## src/rtl/retsel_pkg.sv

```systemverilog
package retsel_pkg;

    typedef enum logic [2:0] {
        SQ_IDLE,
        SQ_FETCH,
        SQ_WAIT,
        SQ_HALT,
        SQ_FAULT
    } seq_state_t;

    typedef enum logic [1:0] {
        WSEL_Z     = 2'd0,
        WSEL_NZ    = 2'd1,
        WSEL_BOTH  = 2'd2,
        WSEL_ZONLY = 2'd3
    } wsel_t;

endpackage

```

## src/rtl/retsel_progmem.sv

```systemverilog
module retsel_progmem
    import retsel_pkg::*;
#(
    parameter int STATE_W = 4,
    parameter int ACT_W   = 9
) (
    input  logic               clk,
    input  logic               rst_n,
    input  logic               we,
    input  logic [STATE_W-1:0] wstate,
    input  logic [1:0]         wsel,
    input  logic [STATE_W-1:0] wnext,
    input  logic [ACT_W-1:0]   wmask,
    input  logic [STATE_W-1:0] rstate,
    input  logic               rlast,
    output logic               ent_vld,
    output logic [STATE_W-1:0] ent_next,
    output logic [ACT_W-1:0]   ent_mask
);
    localparam int SLOTS = 2 << STATE_W;

    logic [STATE_W-1:0] next_mem [SLOTS];
    logic [ACT_W-1:0]   mask_mem [SLOTS];
    logic [SLOTS-1:0]   vld_q;
    logic [1:0]         slot_wr;
    logic               nz_kill;

    // Slot 0 is the Z slot, slot 1 the NZ slot.
    always_comb begin
        slot_wr = 2'b00;
        nz_kill = 1'b0;
        if (we) begin
            unique case (wsel_t'(wsel))
                WSEL_Z:     slot_wr = 2'b01;
                WSEL_NZ:    slot_wr = 2'b10;
                WSEL_BOTH:  slot_wr = 2'b11;
                WSEL_ZONLY: begin
                    slot_wr = 2'b01;
                    nz_kill = 1'b1;
                end
                default:    slot_wr = 2'b00;
            endcase
        end
    end

    always_ff @(posedge clk) begin
        for (int s = 0; s < 2; s++) begin
            if (slot_wr[s]) begin
                next_mem[{wstate, s[0]}] <= wnext;
                mask_mem[{wstate, s[0]}] <= wmask;
            end
        end
    end

    always_ff @(posedge clk or negedge rst_n) begin
        if (!rst_n) begin
            vld_q <= '0;
        end else begin
            for (int s = 0; s < 2; s++) begin
                if (slot_wr[s]) vld_q[{wstate, s[0]}] <= 1'b1;
            end
            if (nz_kill) vld_q[{wstate, 1'b1}] <= 1'b0;
        end
    end

    assign ent_vld  = vld_q[{rstate, rlast}];
    assign ent_next = next_mem[{rstate, rlast}];
    assign ent_mask = mask_mem[{rstate, rlast}];

endmodule

```

## src/rtl/retsel_ctr.sv

```systemverilog
module retsel_ctr #(
    parameter int CTR_W = 16
) (
    input  logic             clk,
    input  logic             rst_n,
    input  logic             inc,
    input  logic             tdec,
    output logic [CTR_W-1:0] value,
    output logic             ovf,
    output logic             rsp_vld,
    output logic             rsp_nz
);
    localparam logic [CTR_W-1:0] MAXV = '1;

    logic nonzero;
    logic take;

    assign nonzero = (value != '0);
    assign take    = tdec && nonzero;

    always_ff @(posedge clk or negedge rst_n) begin
        if (!rst_n) begin
            value   <= '0;
            ovf     <= 1'b0;
            rsp_vld <= 1'b0;
            rsp_nz  <= 1'b0;
        end else begin
            if (inc && !take) begin
                if (value == MAXV) ovf <= 1'b1;
                else               value <= value + 1'b1;
            end else if (!inc && take) begin
                value <= value - 1'b1;
            end
            rsp_vld <= tdec;
            rsp_nz  <= nonzero;
        end
    end

endmodule

```

## src/rtl/retsel_resp.sv

```systemverilog
module retsel_resp #(
    parameter int NSRC = 4
) (
    input  logic [NSRC-1:0] vld,
    input  logic [NSRC-1:0] nz,
    output logic [1:0]      cnt,
    output logic            any_nz
);
    localparam int CW = $clog2(NSRC + 1);

    logic [CW-1:0] ones;

    always_comb begin
        ones = '0;
        for (int i = 0; i < NSRC; i++) ones = ones + CW'(vld[i]);
        cnt    = (ones >= CW'(2)) ? 2'd2 : ones[1:0];
        any_nz = |(vld & nz);
    end

endmodule

```

## src/rtl/retsel_sequencer.sv

```systemverilog
module retsel_sequencer
    import retsel_pkg::*;
#(
    parameter int               STATE_W    = 4,
    parameter int               NUM_CTR    = 2,
    parameter int               CTR_W      = 16,
    parameter int               EXT_ACT    = 4,
    parameter logic [EXT_ACT-1:0] EXT_RESP = '1,
    parameter int               CYCLE_LEN  = 8,
    parameter int               INIT_STATE = 0,
    localparam int              ACT_W      = 1 + 2 * NUM_CTR + EXT_ACT
) (
    input  logic                     clk,
    input  logic                     rst_n,
    input  logic                     run_en,
    input  logic                     prog_we,
    input  logic [STATE_W-1:0]       prog_state,
    input  logic [1:0]               prog_sel,
    input  logic [STATE_W-1:0]       prog_next,
    input  logic [ACT_W-1:0]         prog_mask,
    output logic [EXT_ACT-1:0]       act_strobe,
    input  logic                     ret_valid,
    input  logic                     ret_nz,
    output logic                     running,
    output logic                     halted,
    output logic                     error,
    output logic [STATE_W-1:0]       cur_state,
    output logic                     last_nz,
    output logic [NUM_CTR*CTR_W-1:0] ctr_value,
    output logic [NUM_CTR-1:0]       ctr_ovf
);
    localparam int INC_LSB = 1;
    localparam int DEC_LSB = 1 + NUM_CTR;
    localparam int EXT_LSB = 1 + 2 * NUM_CTR;
    localparam int NSRC    = 2 + NUM_CTR;
    localparam int TW      = (CYCLE_LEN > 2) ? $clog2(CYCLE_LEN) : 1;
    localparam logic [TW-1:0] WLAST = TW'(CYCLE_LEN - 1);
    localparam logic [ACT_W-1:0] RESP_BITS =
        {EXT_RESP, {NUM_CTR{1'b1}}, {NUM_CTR{1'b0}}, 1'b1};

    seq_state_t         st_q, st_d;
    logic [STATE_W-1:0] cur_q, cur_d;
    logic               last_q, last_d;
    logic [ACT_W-1:0]   act_q, act_d;
    logic [TW-1:0]      wcnt_q, wcnt_d;
    logic [1:0]         acc_q, acc_d;
    logic               accnz_q, accnz_d;
    logic               nop_q;

    logic               ent_vld;
    logic [STATE_W-1:0] ent_next;
    logic [ACT_W-1:0]   ent_mask;

    logic [NUM_CTR-1:0] ctr_rv, ctr_rnz;
    logic [NSRC-1:0]    src_vld, src_nz;
    logic [1:0]         cur_cnt, tot;
    logic               cur_nz, tot_nz;
    logic [2:0]         sum3;

    retsel_progmem #(.STATE_W(STATE_W), .ACT_W(ACT_W)) u_mem (
        .clk      (clk),
        .rst_n    (rst_n),
        .we       (prog_we && !run_en),
        .wstate   (prog_state),
        .wsel     (prog_sel),
        .wnext    (prog_next),
        .wmask    (prog_mask),
        .rstate   (cur_q),
        .rlast    (last_q),
        .ent_vld  (ent_vld),
        .ent_next (ent_next),
        .ent_mask (ent_mask)
    );

    for (genvar i = 0; i < NUM_CTR; i++) begin : g_ctr
        retsel_ctr #(.CTR_W(CTR_W)) u_ctr (
            .clk     (clk),
            .rst_n   (rst_n),
            .inc     (act_q[INC_LSB + i]),
            .tdec    (act_q[DEC_LSB + i]),
            .value   (ctr_value[i*CTR_W +: CTR_W]),
            .ovf     (ctr_ovf[i]),
            .rsp_vld (ctr_rv[i]),
            .rsp_nz  (ctr_rnz[i])
        );
    end

    assign src_vld = {ret_valid && (st_q == SQ_WAIT), ctr_rv, nop_q};
    assign src_nz  = {ret_nz, ctr_rnz, 1'b0};

    retsel_resp #(.NSRC(NSRC)) u_resp (
        .vld    (src_vld),
        .nz     (src_nz),
        .cnt    (cur_cnt),
        .any_nz (cur_nz)
    );

    assign sum3   = {1'b0, acc_q} + {1'b0, cur_cnt};
    assign tot    = (sum3 >= 3'd2) ? 2'd2 : sum3[1:0];
    assign tot_nz = accnz_q | cur_nz;

    // Next-state process
    always_comb begin
        st_d    = st_q;
        cur_d   = cur_q;
        last_d  = last_q;
        act_d   = '0;
        wcnt_d  = wcnt_q;
        acc_d   = acc_q;
        accnz_d = accnz_q;
        if (!run_en) begin
            st_d = SQ_IDLE;
        end else begin
            unique case (st_q)
                SQ_IDLE: begin
                    st_d   = SQ_FETCH;
                    cur_d  = STATE_W'(INIT_STATE);
                    last_d = 1'b0;
                end
                SQ_FETCH: begin
                    if (!ent_vld) begin
                        st_d = SQ_FAULT;
                    end else begin
                        act_d   = ent_mask;
                        wcnt_d  = '0;
                        acc_d   = 2'd0;
                        accnz_d = 1'b0;
                        st_d    = (|(ent_mask & RESP_BITS)) ? SQ_WAIT : SQ_HALT;
                    end
                end
                SQ_WAIT: begin
                    acc_d   = tot;
                    accnz_d = tot_nz;
                    if (wcnt_q == WLAST) begin
                        wcnt_d = '0;
                        if (tot == 2'd1) begin
                            st_d   = SQ_FETCH;
                            cur_d  = ent_next;
                            last_d = tot_nz;
                        end else if (tot != 2'd0) begin
                            st_d = SQ_FAULT;
                        end
                    end else begin
                        wcnt_d = wcnt_q + 1'b1;
                    end
                end
                SQ_HALT, SQ_FAULT: begin
                    st_d = st_q;
                end
                default: st_d = SQ_IDLE;
            endcase
        end
    end

    // State register process
    always_ff @(posedge clk or negedge rst_n) begin
        if (!rst_n) begin
            st_q    <= SQ_IDLE;
            cur_q   <= STATE_W'(INIT_STATE);
            last_q  <= 1'b0;
            act_q   <= '0;
            wcnt_q  <= '0;
            acc_q   <= 2'd0;
            accnz_q <= 1'b0;
            nop_q   <= 1'b0;
        end else begin
            st_q    <= st_d;
            cur_q   <= cur_d;
            last_q  <= last_d;
            act_q   <= act_d;
            wcnt_q  <= wcnt_d;
            acc_q   <= acc_d;
            accnz_q <= accnz_d;
            nop_q   <= act_q[0];
        end
    end

    // Output process
    always_comb begin
        running    = (st_q == SQ_FETCH) || (st_q == SQ_WAIT);
        halted     = (st_q == SQ_HALT);
        error      = (st_q == SQ_FAULT);
        act_strobe = act_q[EXT_LSB +: EXT_ACT];
        cur_state  = cur_q;
        last_nz    = last_q;
    end

endmodule

```

## config.mk

```make
export PLATFORM = sky130hd
export DESIGN_NAME = retsel_sequencer
export DESIGN_NICKNAME = d
export VERILOG_FILES = /design/src/rtl/retsel_pkg.sv /design/src/rtl/retsel_progmem.sv /design/src/rtl/retsel_ctr.sv /design/src/rtl/retsel_resp.sv /design/src/rtl/retsel_sequencer.sv
export SDC_FILE = /design/constraint.sdc
export NUM_CORES = 1
export LEC_CHECK = 0
export CAP_MARGIN = 20
export CORE_ASPECT_RATIO = 1.75
export CORE_MARGIN = 3
export CORE_UTILIZATION = 53
export CTS_CLUSTER_SIZE = 40
export DETAILED_ROUTE_END_ITERATION = 8
export HOLD_SLACK_MARGIN = 0.02
export PLACE_DENSITY = 0.79
export SETUP_SLACK_MARGIN = 0.5
export SYNTH_ARGS = -nofsm -noshare
export SYNTH_HDL_FRONTEND = slang
export SYNTH_SLANG_ARGS = --single-unit
```

## constraint.sdc

```tcl
create_clock -name clk -period 9.4 [get_ports clk]
set_input_delay 1.88 -clock clk [delete_from_list [all_inputs] [get_ports clk]]
set_output_delay 1.88 -clock clk [all_outputs]
set_load 0.01 [all_outputs]
```

==> impl_metrics.csv, run 1 <==
group,metric,value,unit
outcome,status,"complete, no violations",
place,io_buffers,70,
synthesis,syn_inst,1163,
detailed_routing,wl_per_cell,26.1,um
worst_setup_path,critPathBufInv,3,
power,p_leak,0.00799,uW
power,power_density,272,mW/mm^2
detailed_routing,first_pass_iters,5,
worst_setup_path,critical_path.slowest_cell,"fa_1",
sta,worst_pin_slew,1.07,ns
detailed_routing,ant_nets,0,
synthesis,synth_common_cells,"edfxtp_1 (416), mux4_2 (130), dfrtp_1 (94)",
clock_tree,htreeDepth,2,
detailed_routing,wirelength,46.8,mm
worst_setup_path,critPathMaxFanout,6,
global_route,grt_first_pass_wirelength,71.7,mm
sta,maxSlewHeadroom,0.287,
synthesis,ys.flop_type,"edfxtp_1",
power,total_power,6550,uW
floorplanning,core.rowCount,96,
worst_setup_path,startpoint,"ret_valid",
layout,area_growth,13.8,%
floorplanning,num_io_pins,71,
worst_setup_path,max_stage_delay,0.47,ns
synthesis,syn_area_per_cell,18.2,um^2
global_route,grt_overflow,0,
sta,hold_viol,0,
floorplanning,dieArea,0.0425,mm^2
clock_tree,cts-root-buf,"clkbuf_16",
synthesis,synth.largest_area_cell,"edfxtp_1",
detailed_routing,drt_iter0_drc,1013,
synthesis,synth_edf_count,416,
synthesis,yosys-top-cells-area,"edfxtp_1 (59%), mux4_2 (14%), dfrtp_1 (11%)",
layout,nets,1333,
worst_setup_path,rr_startpoint,"g_ctr[1].u_ctr.value[0]",
layout,stdcell_count,1791,
sta,fmax,0.226,GHz
clock_tree,post_cts_resized,0,
detailed_routing,viasPerCell,6.21,
job,cap_violations,0,
synthesis,synth-async-reset-ratio,0.184,
worst_setup_path,r2r_slack,5.35,ns
sta,hold_slack,0.348,ns
min_path,holdPathEnd,"nop_q",
worst_setup_path,critPathKind,"primary input to flip-flop",
clock_tree,cts_tree,"built",
sta,setup_tns,0,ns
global_route,antenna_found_initial,0,
detailed_routing,vias,11100,
sta,min_period,4.42,ns
global_route,grtUsageTotal,0.225,
min_path,hold_depth,0,
clock_tree,clk_latency,0.55,ns
synthesis,synth_most_common_cell,"edfxtp_1",
min_path,hold_start,"act_q[0]",
clock_tree,ctsLongestPathBuffers,3,
sta,finalSetupViolations,0,
place,dpl.cell_count,1710,
worst_setup_path,crit_required,9.83,ns
layout,fin_area,0.0241,mm^2
layout,drive_above_1_share,0.213,
worst_setup_path,rr_worst_depth,13,
clock_tree,clk_pin_slew_worst_paths,0.07,ns
global_route,grt_max_degree,103,
clock_tree,post_cts_buffers,0,
floorplanning,start_util,0.539,
place,place_area,0.0225,mm^2
global_route,grt_pass1_vias,11900,
floorplanning,core-area,0.0393,mm^2
clock_tree,clock-sinks,510,
layout,antennaDiodeCount,0,
floorplanning,dieWidth,157,um
synthesis,synth_top_area_frac,0.590,
worst_setup_path,cp-start-kind,"primary input",
worst_setup_path,cp_top_family,"adder cells",
synthesis,ys_warn_count,0,
synthesis,ys_ff_latch,510,
sta,fin_crit_sh,0.470,
place,gp_congestion,0.858,
min_path,holdCritPathClass,"flip-flop to flip-flop",
synthesis,synth_area,0.0212,mm^2
clock_tree,cts_buffers,41,
synthesis,ys_types,53,
synthesis,seq_area_frac_synth,0.701,
power,peakVddDrop,0.000162,V
layout,fill_cells,2672,
detailed_routing,drc,0,
place,dp_hpwl,29.4,mm
worst_setup_path,cp_cell_sequence,"clkdlybuf4s50_1, and2_1, fa_1, inv_1, ha_1, and2_1, ha_1, inv_1, fa_1, and3_1, nand2_1, nand2_1, nand3b_1, nor2_1, a22o_1, a22o_1",
worst_setup_path,crit_path_end_kind,"flip-flop",
sta,finalMaxSlewViolations,0,
sta,rsz0062_at_grt,"false",
floorplanning,die_h,270,um
worst_setup_path,arrival,4.86,ns
sta,finClkSkew,0.00967,ns
clock_tree,cts_hold_buf,0,
worst_setup_path,r2r-end,"g_ctr[1].u_ctr.value[15]",
synthesis,synth.net_count,1227,
-- layout by cell type, fill, tap and decap left out, types with 6 or more instances in the layout --
cell type        Yosys  layout
edfxtp_1           416     416
mux4_2             130     130
dfrtp_1             94      90
nor2_1              77      77
clkdlybuf4s50_1      0      69
nand2_1             46      46
clkbuf_16            0      45
a21oi_1             42      42
buf_4               10      40
ha_1                35      35
o21ai_0             23      23
mux2i_1             22      22
or2_2               18      18
nor2b_1             17      17
nand3_1             16      16
o22a_1              16      16
xnor2_1             16      16
xor2_1              13      13
inv_1               12      12
nand4_1             12      12
nor4_1              10      10
nand2b_1             8       8
a211oi_1             8       8
a21o_1               8       8
bufinv_16            0       7
clkinv_2             0       7
clkbuf_1            16       7
o211ai_1             6       6
mux2_2               6       6
-- per-layer routing --
layer,global-route usage,vias to the layer above,wire length (um)
li1,-,4848,-
met1,0.264,5800,16600
met2,0.421,385,26600
met3,0.0232,92,1960
met4,0.0786,0,1680
met5,0,-,0
-- stage by stage --
stage,setup WS [ns],utilization
after CTS,5.00,0.610
after global routing,4.80,0.613
after floorplan,5.11,-
final,4.98,0.613
after detailed placement,4.44,0.573
after global placement,4.50,0.573
-- how the worst max path moves through the flow --
| stage | endpoint | slack, ns | depth (start not counted) |
|---|---|---|---|
| floorplan | cur_state[3] | 5.11 | 15 |
| global placement | cur_state[3] | 4.50 | 16 |
| detailed placement | cur_state[3] | 4.44 | 16 |
| CTS | cur_state[3] | 5.00 | 16 |
| global route | cur_state[3] | 4.80 | 16 |
| finish | cur_state[3] | 4.98 | 16 |
-- sequential cells by signal (all words and copies together), names as in the netlist, 3 cells and up --
register and flops:
cur_state 4, wcnt_q 3, act_q 9, u_mem.mask_mem 288, u_mem.next_mem 128, st_q 3, g_ctr.u_ctr.value 32, u_mem.vld_q 32
-- final cells by class --
type,count,area [um^2],share of cell area
Clock buffer,52,1130,0.0469
Clock inverter,23,310,0.0129
Sequential cell,510,14900,0.617
Timing Repair Buffer,116,1130,0.0471
Multi-Input combinational cell,588,6000,0.249
Inverter,12,45.0,0.00187
Tap cell,490,613,0.0255
-- logic make-up (layout without fill, tap and decap cells) --
group | after synthesis | in the layout | synth area share
flip-flops | 510 | 510 | 0.701
AND/OR/NAND/NOR | 221 | 221 | 0.0498
multiplexers | 160 | 160 | 0.154
AO/OA/AOI/OAI | 139 | 139 | 0.0434
buffers and inverters | 65 | 203 | 0.0154
adder cells (fa/ha/maj) | 39 | 39 | 0.0245
XOR/XNOR | 29 | 29 | 0.0120
-- report_power, final --
part / switching [uW] / internal [uW] / leakage (uW) / total, uW
clock: 774 / 1050 / 0.000701 / 1830
sequential: 216 / 2590 / 0.00491 / 2810
combinational: 988 / 932 / 0.00238 / 1920
total: 1980 / 4580 / 0.00799 / 6550
Power figures use the tool's default switching activity.
==> inputs of run 2 (changes only) <==
- PLACE_DENSITY: 0.79 -> 0.82
- clock period: 9.4 -> 3.7 ns (I/O delays scaled with it)
==> run 2 against run 1 <==
Critical path depth unchanged. Via count is 9.7% higher. Count of clock-buffer cells in the layout up 5. Combinational power rose to 3.3 times the previous value. Worst setup slack got worse by 4.7 ns. Flip-flop and latch count did not move. Non-clock buffer count grew 67. Worst hold slack lost 0.11 ns. Die area unchanged. Register-to-register slack got worse by 5.1 ns. Cell count grew 3.9%. Sequential power grew to 2.5 times the previous value. Highest routed layer unchanged.
==> impl_metrics.csv, run 2 (synthesis gave the netlist of run 1 again) <==
group,metric,value,unit
outcome,status,"complete, no violations",
worst_setup_path,arrival,3.86,ns
detailed_routing,drt-met1-wl,17.4,mm
detailed_routing,route.top_layer_used,"met4",
layout,largest_reg_flops,288,
worst_setup_path,crit_path_end_kind,"flip-flop",
clock_tree,clock-sinks,510,
power,power_density,719,mW/mm^2
sta,rsz0062_at_grt,"true",
power,peakVddDrop,0.000368,V
sta,finClkSkew,0.0149,ns
floorplanning,core-area,0.0393,mm^2
sta,maxSlewHeadroom,0.292,
place,io_buffers,70,
place,gp_congestion,0.882,
global_route,grtUsageTotal,0.246,
layout,nets,1401,
detailed_routing,dr_wl_met3,3.81,mm
detailed_routing,wl_per_cell,28.7,um
sta,worst_pin_slew,1.06,ns
sta,setup_tns,0,ns
detailed_routing,drc,0,
detailed_routing,viasPerCell,6.56,
layout,final_cell_mix,"edfxtp_1 (416), mux4_2 (130), buf_4 (98)",
global_route,grt_pass1_vias,12700,
job,cap_violations,0,
sta,min_period,3.43,ns
detailed_routing,ant_nets,0,
detailed_routing,first_pass_iters,6,
sta,finalMaxSlewViolations,0,
min_path,holdCritPathClass,"primary input to async pin",
layout,drive_above_1_share,0.307,
clock_tree,cts-root-buf,"clkbuf_16",
sta,setup_ws,0.268,ns
power,p_leak,0.00839,uW
floorplanning,dieArea,0.0425,mm^2
global_route,grt_first_pass_wirelength,77.5,mm
detailed_routing,drt_iter0_drc,1283,
layout,area_growth,18.9,%
layout,fill_cells,2480,
clock_tree,cts_buffers,42,
clock_tree,htreeDepth,2,
clock_tree,ctsLongestPathBuffers,3,
sta,hold_viol,0,
clock_tree,cts_hold_buf,0,
detailed_routing,met2_wirelength,29.2,mm
clock_tree,clk_latency,0.55,ns
floorplanning,dieWidth,157,um
layout,mostFrequentLayoutCell,"edfxtp_1",
floorplanning,die_h,270,um
clock_tree,clk_pin_slew_worst_paths,0.07,ns
global_route,grt_max_degree,53,
worst_setup_path,crit_required,4.13,ns
layout,antennaDiodeCount,0,
global_route,grt_overflow,0,
detailed_routing,wirelength,53.3,mm
place,pre_cts_ws,-0.0316,ns
worst_setup_path,cp-start-kind,"flip-flop",
worst_setup_path,rr_startpoint,"g_ctr[0].u_ctr.value[3]",
floorplanning,num_io_pins,71,
sta,finalSetupViolations,0,
worst_setup_path,r2r_slack,0.27,ns
floorplanning,start_util,0.539,
place,dpl.cell_count,1750,
layout,stdcell_count,1860,
place,dp_hpwl,32.6,mm
clock_tree,cts_tree,"built",
global_route,antenna_found_initial,0,
floorplanning,core.rowCount,96,
sta,fmax,0.291,GHz
detailed_routing,vias,12200,
worst_setup_path,startpoint,"g_ctr[0].u_ctr.value[3]",
sta,fin_crit_sh,0.927,
worst_setup_path,critPathMaxFanout,10,
worst_setup_path,critPathKind,"flip-flop to flip-flop",
[run 2: cell types whose count changed in the layout (fill, tap and decap cells not counted), moves of 7 or more]
cell,delta
ha_4,+10
nor4_1,-7
a21oi_1,-8
nand2_2,+7
ha_1,-15
buf_4,+58
a21oi_2,+8
nand2_1,-10
[run 2: critical path, cell delays in order (launching register included)]
cell and delay (ns):
dfrtp_1 0.40, nor4_2 0.43, nand4_1 0.24, nand2_2 0.20
nand2_8 0.11, buf_4 0.21, ha_1 0.25, nor2_4 0.14
o311ai_4 0.12, buf_4 0.16, and3_4 0.17, a21oi_2 0.18
o21a_1 0.19, buf_4 0.12, buf_4 0.11, o211ai_1 0.10
xor2_1 0.16
[run 2: where the power goes]
part / total, uW / switching, uW / internal, uW
Combinational: 6400 / 3260 / 3140
Sequential: 7050 / 465 / 6590
Clock: 4640 / 2040 / 2600
[run 2: what timing repair did]
action,CTS,global route
hold endpoints to repair,0,0
pin swaps,23,32
setup buffers,10,15
setup endpoints to repair,19,15
resized for setup,49,52
[run 2: final cells by class]
cell class / count / area (um^2) / area share
clock inverters: 20 / 241 / 0.00960
well taps: 490 / 613 / 0.0244
repair buffers: 183 / 1750 / 0.0696
multi-input cells: 588 / 6470 / 0.257
clock buffers: 57 / 1180 / 0.0468
flip-flops and latches: 510 / 14900 / 0.591
inverters: 12 / 45.0 / 0.00179
[run 2: metrics by stage]
stage / hold slack, ns / power (uW) / cell area, um^2 / utilization
global route: 0.274 / 18800 / 25200 / 0.641
floorplan: 0.331 / 10500 / 21200 / -
detailed placement: 0.336 / 12500 / 22900 / 0.583
global placement: 0.339 / 12300 / 22900 / 0.583
CTS: 0.237 / 17400 / 24600 / 0.626
finish: 0.239 / 18100 / 25200 / 0.641
[run 2: per-layer routing]
layer,vias up,GRT usage
met5,-,0
met4,0,0.113
met1,6298,0.279
met2,742,0.449
met3,180,0.0382
li1,4984,-
[run 2: worst paths after layout]
kind	endpoint	cells past startpoint
min	g_ctr[1].u_ctr.value[11]	1
min reg2reg	nop_q	0
min in group clk	nop_q	0
max reg2reg	g_ctr[0].u_ctr.value[15]	16
max in group asynchronous	u_mem.vld_q[3]	2
max	g_ctr[0].u_ctr.value[15]	16
==> inputs of run 3 (changes only) <==
- PLACE_DENSITY: 0.82 -> 0.79
- clock period: 3.7 -> 3.75 ns (I/O delays scaled with it)
==> run 3 against run 2 <==
Total power fell by 4.9%. Register-to-register slack improved by 0.18 ns. Via count down 3.1%. Largest cell class unchanged. Maximum frequency up 3.9%. Die area is the same. Largest power group unchanged. Sequential share of layout area is 0.39 points higher. Critical path type unchanged. Sequential power is essentially flat. Count of clock-buffer cells in the layout rose by 2. Cell count decreased by 0.27%. Highest routed layer unchanged. First-iteration DRC count down 6.5%.
==> impl_metrics.csv, run 3 (synthesis gave the netlist of run 1 again) <==
group,metric,value,unit
outcome,status,"complete, no violations",
layout,fill_cells,2494,
power,p_leak,0.00833,uW
global_route,antenna_found_initial,0,
sta,worst_pin_slew,1.09,ns
layout,antennaDiodeCount,0,
worst_setup_path,critPathKind,"flip-flop to flip-flop",
layout,multi_input_area,0.00633,mm^2
worst_setup_path,r2r-end,"cur_state[3]",
job,cap_violations,0,
sta,finClkSkew,0.0200,ns
sta,fin_crit_sh,0.881,
detailed_routing,wl_per_cell,27.2,um
worst_setup_path,crit_path_end_kind,"flip-flop",
layout,nets,1396,
place,io_buffers,70,
min_path,holdCritPathClass,"primary input to async pin",
detailed_routing,wirelength,50.5,mm
global_route,grt_pass1_vias,12300,
clock_tree,ctsLongestPathBuffers,3,
layout,largest_reg_flops,288,
worst_setup_path,r2r_slack,0.45,ns
floorplanning,start_util,0.539,
floorplanning,core-area,0.0393,mm^2
global_route,grt_max_degree,72,
power,power_density,688,mW/mm^2
detailed_routing,first_pass_iters,5,
sta,finalMaxSlewViolations,0,
global_route,grtUsageTotal,0.238,
place,place_area,0.0228,mm^2
clock_tree,clock-sinks,510,
sta,maxSlewHeadroom,0.273,
floorplanning,dieWidth,157,um
sta,hold_slack,0.347,ns
worst_setup_path,arrival,3.73,ns
sta,hold_viol,0,
floorplanning,dieArea,0.0425,mm^2
place,gp_congestion,0.860,
clock_tree,cts_buffers,43,
worst_setup_path,rr_startpoint,"st_q[2]",
place,dp_hpwl,31.6,mm
sta,min_period,3.30,ns
global_route,grt_first_pass_wirelength,75.5,mm
layout,area_growth,18.2,%
clock_tree,clk_latency,0.55,ns
detailed_routing,drt_iter0_drc,1199,
worst_setup_path,cp-start-kind,"flip-flop",
clock_tree,clk_pin_slew_worst_paths,0.07,ns
detailed_routing,viasPerCell,6.37,
detailed_routing,drc,0,
sta,fmax,0.303,GHz
worst_setup_path,rr_worst_depth,15,
detailed_routing,ant_nets,0,
worst_setup_path,startpoint,"st_q[2]",
detailed_routing,vias,11800,
clock_tree,htreeDepth,2,
floorplanning,die_h,270,um
global_route,grt_overflow,0,
layout,mostFrequentLayoutCell,"edfxtp_1",
sta,rsz0062_at_grt,"true",
layout,ff_latch_area,0.0149,mm^2
power,peakVddDrop,0.000434,V
worst_setup_path,critPathMaxFanout,6,
layout,final_cell_mix,"edfxtp_1 (416), mux4_2 (130), buf_4 (89)",
worst_setup_path,crit_required,4.18,ns
sta,setup_tns,0,ns
clock_tree,cts_tree,"built",
worst_setup_path,crit_end,"cur_state[3]",
floorplanning,num_io_pins,71,
sta,finalSetupViolations,0,
clock_tree,cts-root-buf,"clkbuf_16",
floorplanning,core.rowCount,96,
layout,fin_area,0.0250,mm^2
layout,drive_above_1_share,0.289,
==> run 3: critical path: stages (launching register included) <==
cell	delay [ns]
dfrtp_2	0.45
nor2b_4	0.15
nor2b_4	0.16
and2_4	0.14
fa_2	0.42
and2_4	0.17
ha_4	0.15
inv_2	0.05
fa_1	0.46
and3_4	0.22
nand2_2	0.07
nand2_2	0.06
nand3b_1	0.20
nor2_1	0.09
a22o_1	0.23
a22o_1	0.17
==> run 3: metal layers <==
| metal | part of all wire | track usage |
|---|---|---|
| met1 | 0.34 | 0.280 |
| met2 | 0.55 | 0.423 |
| met3 | 0.063 | 0.0391 |
| met4 | 0.050 | 0.111 |
| met5 | 0 | 0 |
==> run 3: power breakdown <==
part / switching (uW) / leakage (uW) / internal (uW)
logic: 2890 / 0.00277 / 2870
registers: 525 / 0.00490 / 6510
clock network: 1950 / 0.000659 / 2470
==> run 3: layout make-up <==
cell class / count / share of cell area
multi-input cells: 588 / 0.253
well taps: 490 / 0.0245
repair buffers: 177 / 0.0709
inverters: 12 / 0.00180
clock inverters: 19 / 0.00850
flip-flops and latches: 510 / 0.594
clock buffers: 59 / 0.0466
==> run 3: worst min path at each step <==
stage | endpoint | slack [ns] | startpoint | depth (start not counted)
after global placement | nop_q | 0.33 | act_q[0] | 0
after global routing | nop_q | 0.36 | act_q[0] | 0
after CTS | nop_q | 0.35 | act_q[0] | 0
after floorplan | nop_q | 0.33 | act_q[0] | 0
final | g_ctr[1].u_ctr.value[8] | 0.35 | rst_n | 1
after detailed placement | nop_q | 0.33 | act_q[0] | 0
==> run 3: metrics by stage <==
| stage | util | total power (uW) | std cells | worst slack [ns] |
|---|---|---|---|---|
| 6_report | 0.637 | 17200 | 1855 | 0.447 |
| 2_1_floorplan | - | 10400 | 1163 | 0.492 |
| 5_1_grt | 0.637 | 18000 | 1855 | 0.345 |
| 3_3_place_gp | 0.582 | 12000 | 1744 | 0.0455 |
| 3_5_place_dp | 0.582 | 12200 | 1744 | -0.0614 |
| 4_1_cts | 0.622 | 16800 | 1828 | 0.467 |
==> run 3: timing repair <==
item / in CTS / in global routing
gates resized for setup: 37 / 43
hold buffers: 0 / 0
pin swaps: 13 / 23
setup endpoints to repair: 16 / 15
endpoints found under the hold margin: 0 / 0
setup buffers: 6 / 15
